==> src/rtl/cck_pkg.sv <==
package cck_pkg;

  localparam int WORD_W    = 8;
  localparam int PH_W      = 2;
  localparam int SYM_CHIPS = 8;
  localparam int CNT_W     = $clog2(SYM_CHIPS);
  localparam int COVER_A   = 3;   // zero-based chip index with half-turn cover
  localparam int COVER_B   = 6;

  typedef logic [PH_W-1:0]  phase_t;
  typedef logic [CNT_W-1:0] chip_idx_t;

  localparam phase_t HALF_TURN = phase_t'(2);

  // Differential step for an even symbol, first bit earlier in time
  function automatic phase_t step_of_dibit(input logic first, input logic second);
    phase_t s;
    unique case ({first, second})
      2'b00:   s = phase_t'(0);
      2'b01:   s = phase_t'(1);
      2'b11:   s = phase_t'(2);
      default: s = phase_t'(3);
    endcase
    return s;
  endfunction

  // Code phase from a bit pair, first bit weighted by two
  function automatic phase_t pair_phase(input logic first, input logic second);
    return {first, second};
  endfunction

endpackage

==> src/rtl/cck_diff_phase.sv <==
module cck_diff_phase
  import cck_pkg::*;
(
  input  logic   clk,
  input  logic   rst_n,
  input  logic   frame_start,
  input  logic   accept,
  input  logic   bit_first,
  input  logic   bit_second,
  output phase_t phi1_next
);

  phase_t ref_q, ref_d;
  logic   odd_q, odd_d;
  phase_t base;
  logic   odd_eff;

  always_comb begin
    base      = frame_start ? phase_t'(0) : ref_q;
    odd_eff   = frame_start ? 1'b0 : odd_q;
    phi1_next = base + step_of_dibit(bit_first, bit_second)
              + (odd_eff ? HALF_TURN : phase_t'(0));
    ref_d     = ref_q;
    odd_d     = odd_q;
    if (accept) begin
      ref_d = phi1_next;
      odd_d = ~odd_eff;
    end else if (frame_start) begin
      ref_d = phase_t'(0);
      odd_d = 1'b0;
    end
  end

  always_ff @(posedge clk or negedge rst_n) begin
    if (!rst_n) begin
      ref_q <= '0;
      odd_q <= 1'b0;
    end else begin
      ref_q <= ref_d;
      odd_q <= odd_d;
    end
  end

endmodule

==> src/rtl/cck_code_sel.sv <==
module cck_code_sel
  import cck_pkg::*;
(
  input  logic              rate_hi,
  input  logic [WORD_W-1:0] word,
  output phase_t            phi2,
  output phase_t            phi3,
  output phase_t            phi4
);

  always_comb begin
    if (rate_hi) begin
      phi2 = pair_phase(word[2], word[3]);
      phi3 = pair_phase(word[4], word[5]);
      phi4 = pair_phase(word[6], word[7]);
    end else begin
      phi2 = pair_phase(word[2], 1'b1);
      phi3 = phase_t'(0);
      phi4 = pair_phase(word[3], 1'b0);
    end
  end

endmodule

==> src/rtl/cck_chip_seq.sv <==
module cck_chip_seq
  import cck_pkg::*;
(
  input  logic      clk,
  input  logic      rst_n,
  input  logic      data_valid,
  output logic      data_ready,
  output logic      accept,
  output logic      busy,
  output chip_idx_t chip_idx
);

  localparam chip_idx_t LAST = chip_idx_t'(SYM_CHIPS - 1);

  logic      busy_q, busy_d;
  chip_idx_t cnt_q, cnt_d;

  always_comb begin
    data_ready = !busy_q || (cnt_q == LAST);
    accept     = data_valid && data_ready;
    busy_d     = busy_q;
    cnt_d      = cnt_q;
    if (accept) begin
      busy_d = 1'b1;
      cnt_d  = '0;
    end else if (busy_q) begin
      if (cnt_q == LAST) busy_d = 1'b0;
      else               cnt_d  = cnt_q + chip_idx_t'(1);
    end
  end

  always_ff @(posedge clk or negedge rst_n) begin
    if (!rst_n) begin
      busy_q <= 1'b0;
      cnt_q  <= '0;
    end else begin
      busy_q <= busy_d;
      cnt_q  <= cnt_d;
    end
  end

  assign busy     = busy_q;
  assign chip_idx = cnt_q;

endmodule

==> src/rtl/cck_modulator.sv <==
module cck_modulator
  import cck_pkg::*;
(
  input  logic              clk,
  input  logic              rst_n,
  input  logic              frame_start,
  input  logic              rate_hi,
  input  logic [WORD_W-1:0] data_in,
  input  logic              data_valid,
  output logic              data_ready,
  output logic              chip_valid,
  output logic [PH_W-1:0]   chip_phase
);

  logic      accept;
  logic      busy;
  chip_idx_t chip_idx;
  phase_t    phi1_next, phi2_in, phi3_in, phi4_in;
  phase_t    phi1_q, phi2_q, phi3_q, phi4_q;
  phase_t    chip_arr [SYM_CHIPS];

  cck_chip_seq u_seq (
    .clk        (clk),
    .rst_n      (rst_n),
    .data_valid (data_valid),
    .data_ready (data_ready),
    .accept     (accept),
    .busy       (busy),
    .chip_idx   (chip_idx)
  );

  cck_diff_phase u_diff (
    .clk         (clk),
    .rst_n       (rst_n),
    .frame_start (frame_start),
    .accept      (accept),
    .bit_first   (data_in[0]),
    .bit_second  (data_in[1]),
    .phi1_next   (phi1_next)
  );

  cck_code_sel u_sel (
    .rate_hi (rate_hi),
    .word    (data_in),
    .phi2    (phi2_in),
    .phi3    (phi3_in),
    .phi4    (phi4_in)
  );

  // Symbol phases, loaded only when a word is taken
  always_ff @(posedge clk or negedge rst_n) begin
    if (!rst_n) begin
      phi1_q <= '0;
      phi2_q <= '0;
      phi3_q <= '0;
      phi4_q <= '0;
    end else if (accept) begin
      phi1_q <= phi1_next;
      phi2_q <= phi2_in;
      phi3_q <= phi3_in;
      phi4_q <= phi4_in;
    end
  end

  // Chip k holds phi2/phi3/phi4 when index bit 0/1/2 is clear
  for (genvar k = 0; k < SYM_CHIPS; k++) begin : g_chip
    localparam logic USE2  = ((k >> 0) & 1) == 0;
    localparam logic USE3  = ((k >> 1) & 1) == 0;
    localparam logic USE4  = ((k >> 2) & 1) == 0;
    localparam logic COVER = (k == COVER_A) || (k == COVER_B);
    always_comb begin
      chip_arr[k] = phi1_q
                  + (USE2  ? phi2_q    : phase_t'(0))
                  + (USE3  ? phi3_q    : phase_t'(0))
                  + (USE4  ? phi4_q    : phase_t'(0))
                  + (COVER ? HALF_TURN : phase_t'(0));
    end
  end

  assign chip_valid = busy;
  assign chip_phase = chip_arr[chip_idx];

endmodule

==> config.mk <==
export PLATFORM = sky130hd
export DESIGN_NAME = cck_modulator
export DESIGN_NICKNAME = d
export VERILOG_FILES = /design/src/rtl/cck_pkg.sv /design/src/rtl/cck_diff_phase.sv /design/src/rtl/cck_code_sel.sv /design/src/rtl/cck_chip_seq.sv /design/src/rtl/cck_modulator.sv
export SDC_FILE = /design/constraint.sdc
export NUM_CORES = 1
export LEC_CHECK = 0
export ABC_AREA = 0
export BUFFER_PORTS_ARGS = -buffer_cell sky130_fd_sc_hd__buf_2
export CAP_MARGIN = 30
export CORE_MARGIN = 5
export CORE_UTILIZATION = 55
export CTS_BUF_LIST = sky130_fd_sc_hd__clkbuf_4 sky130_fd_sc_hd__clkbuf_8
export CTS_CLUSTER_DIAMETER = 120
export DETAILED_ROUTE_END_ITERATION = 8
export GPL_ROUTABILITY_DRIVEN = 0
export PLACE_DENSITY = 0.82
export SLEW_MARGIN = 10
export SYNTH_ARGS = -nofsm -noshare
export SYNTH_HDL_FRONTEND = slang
export SYNTH_SLANG_ARGS = --single-unit
==> constraint.sdc <==
create_clock -name clk -period 3.16 [get_ports clk]
set_input_delay 0.632 -clock clk [delete_from_list [all_inputs] [get_ports clk]]
set_output_delay 0.632 -clock clk [all_outputs]
set_load 0.1 [all_outputs]
==> key figures <==
Setup path
  – Critical Path Source Type: flip-flop
  – RR Endpoint: phi4_q[0]
  – Worst setup path start: phi1_q[0]
  – Reg2reg setup slack: 1070 ps
  – CP Capture Type: output port
  – Crit Path Max Fanout: 2
  – Critical Path RT: between 2000 and 3000 ps
  – R2R depth: 6
  – Critical path class: reg -> out
  – RR Startpoint: u_seq.chip_idx[0]
  – CP arrival: between 2000 and 3000 ps

Placement
  – Post-DP HPWL: 1.673 mm
  – I/O Buffers: 16
  – Placed cells: around 160

Clocking
  – Sink Count: 15
  – Clock Tree Root: clkbuf_4
  – Clock latency on the worst-skew pair: approximately 270 ps
  – Num CTS Buffers: 3
  – # hold bufs at CTS: 0
  – CTS tree: built
  – CTS max path bufs: 2
  – Clock H-tree levels: 1
  – Clock Pin Slew Worst Setup and Hold Paths: 90 ps

Logic synthesis
  – Post-synthesis sequential area ratio: around 34%
  – Top_reg_cell synth: dfrtp_1
  – Post-Syn Nets: 140
  – Number of synthesized flops with an enable pin: 0
  – Yosys cell types: 31
  – Register bit total from synthesis: 15
  – Syn Std Cell Area: 0.001107 sq mm
  – Async SR Flop Fraction: 100.0%
  – Synth Warn #: 0
  – Synth Instances: 115
  – Average cell area after synthesis: between 9 and 10 sq um

Cells and area
  – Commonest non-fill, non-tap cells in the layout: nand2_1, dfrtp_1, buf_2
  – Diode count: 0
  – Layout cells sized above 1: 25.19%
  – Fillers: about 160
  – Final #Nets: 161
  – Most common cell after layout, fill and taps aside: nand2_1
  – Reg area: 375.4 sq um
  – Post-Layout Cell Count: 162
  – Synth-to-layout area growth: 19.89%
  – Util after Layout: about 70%
  – Footprint of the multi-input gates: 742.0 sq um

Floorplanning
  – Die height: 54.87 microns
  – Die width: 54.87 microns
  – Starting Density: 57.02%
  – Top-Level Pins: 17
  – Core area: just under 0.002 sq mm
  – Row Count: 16
  – Die area: 0.003011 sq mm

STA
  – Final Max Slew Viols: 0
  – Setup TNS: 0 ps
  – Final Setup Violations: 0
  – Tightest Pin Transition: between 400 and 500 ps
  – Hold Fails Final Rpt: 0
  – Peak Freq: 319.2 MHz
  – RSZ-0062 raised after global routing: yes
  – Final min period: 3133 ps
  – Hold WS: 247.3 ps
  – Max-slew headroom: 67.86%
  – Layout Skew: 3.525 ps
  – Period Utilization, post-route: 99.13%

Route
  – Routed Antenna Nets: 0
  – Number of remaining DRC errors: 0
  – WL final: approximately 2.0 mm
  – DR iter-0 viols: 8
  – Via density: approximately 5.3
  – Wire per inst: around 13 microns
  – Vias: 859
  – First-pass DRT Iterations: 4

GRT
  – Maximum number of pins on one net before global-route repair: 16
  – Vias in the first global route: 828
  – Global-route wire length before repair: 3.677 mm
  – Overall routing resource usage: 16.92%
  – Initial antenna violation count: 0
  – Global route total overflow: 0

Job
  – Max-cap viol count: 0

Min path
  – Hold crit path type: in -> async

Run status
  – Status: finished, final reports clean
[how the worst max path moves through the flow]
stage | to | slack (ps) | cells past startpoint
final | chip_phase[1] | 30 | 8
after global routing | chip_phase[1] | -70 | 8
after detailed placement | chip_phase[1] | -70 | 8
after global placement | chip_phase[1] | 60 | 8
after floorplan | chip_phase[1] | 150 | 7
after CTS | chip_phase[1] | 3 | 8
[metrics by stage]
step | instance area [sq um] | worst slack (ps)
finish | 1328 | 27.39
floorplan | 1121 | 152.4
global placement | 1229 | 57.70
CTS | 1314 | 3.482
detailed placement | 1229 | -68.55
global route | 1328 | -69.23
[routing by layer]
layer,vias up,global-route usage (%),wire (microns)
li1,444,-,-
met1,399,22.11,913
met2,14,29.92,1048
met3,2,2.452,76
met4,0,2.490,11
met5,-,0,0
[cells in the mapped netlist (all sizes together), types with 2 or more instances]
cell type	count	share of area [%]
buf	2	0.90
dfrtp	15	34
ha	12	14
inv	7	2.4
mux2	4	4.1
mux4	2	4.1
nand2	22	7.5
nand3	4	1.8
nor2	7	2.4
nor2b	3	1.7
nor3	3	1.4
o211ai	2	1.4
o21ai	9	4.1
xnor2	5	4.0
xnor3	2	4.2
xor2	3	3.1
[cell families after synthesis]
kind of cell / synth area share [%]
compound gates: 10.06
buf+inv: 3.616
fa+ha+maj: 13.56
mux: 9.039
simple gates: 16.50
xor+xnor: 13.33
flops: 33.90
[worst max-delay path, cell delays in order (launching register included)]
cell      delay, ps
dfrtp_1         430
ha_4            270
ha_4            170
xor2_4          150
xnor3_1         360
o31a_1          250
o211ai_1        270
o31ai_4         130
buf_12          180
[repair_timing]
action,CTS,global route
setup endpoints to repair,2,2
gates resized for setup,7,4
pin swaps,4,1
setup buffers,2,0
[cell type report]
cell class | instances | area share (%)
multi-input cells | 90 | 55.89
repair buffers | 19 | 9.048
well taps | 27 | 2.545
clock buffers | 4 | 2.262
inverters | 7 | 1.979
flip-flops and latches | 15 | 28.28
[registers in the layout, summed over array words and instances, names as in the netlist]
signal / cells
u_seq.chip_idx: 3
phi1_q: 2
phi2_q: 2
phi3_q: 2
phi4_q: 2
u_diff.ref_q: 2
u_diff.odd_q: 1
u_seq.busy: 1
Power is left out: the tool's default activity adds up to more than one toggle a clock period on the data nets, which glitch-free logic cannot reach.
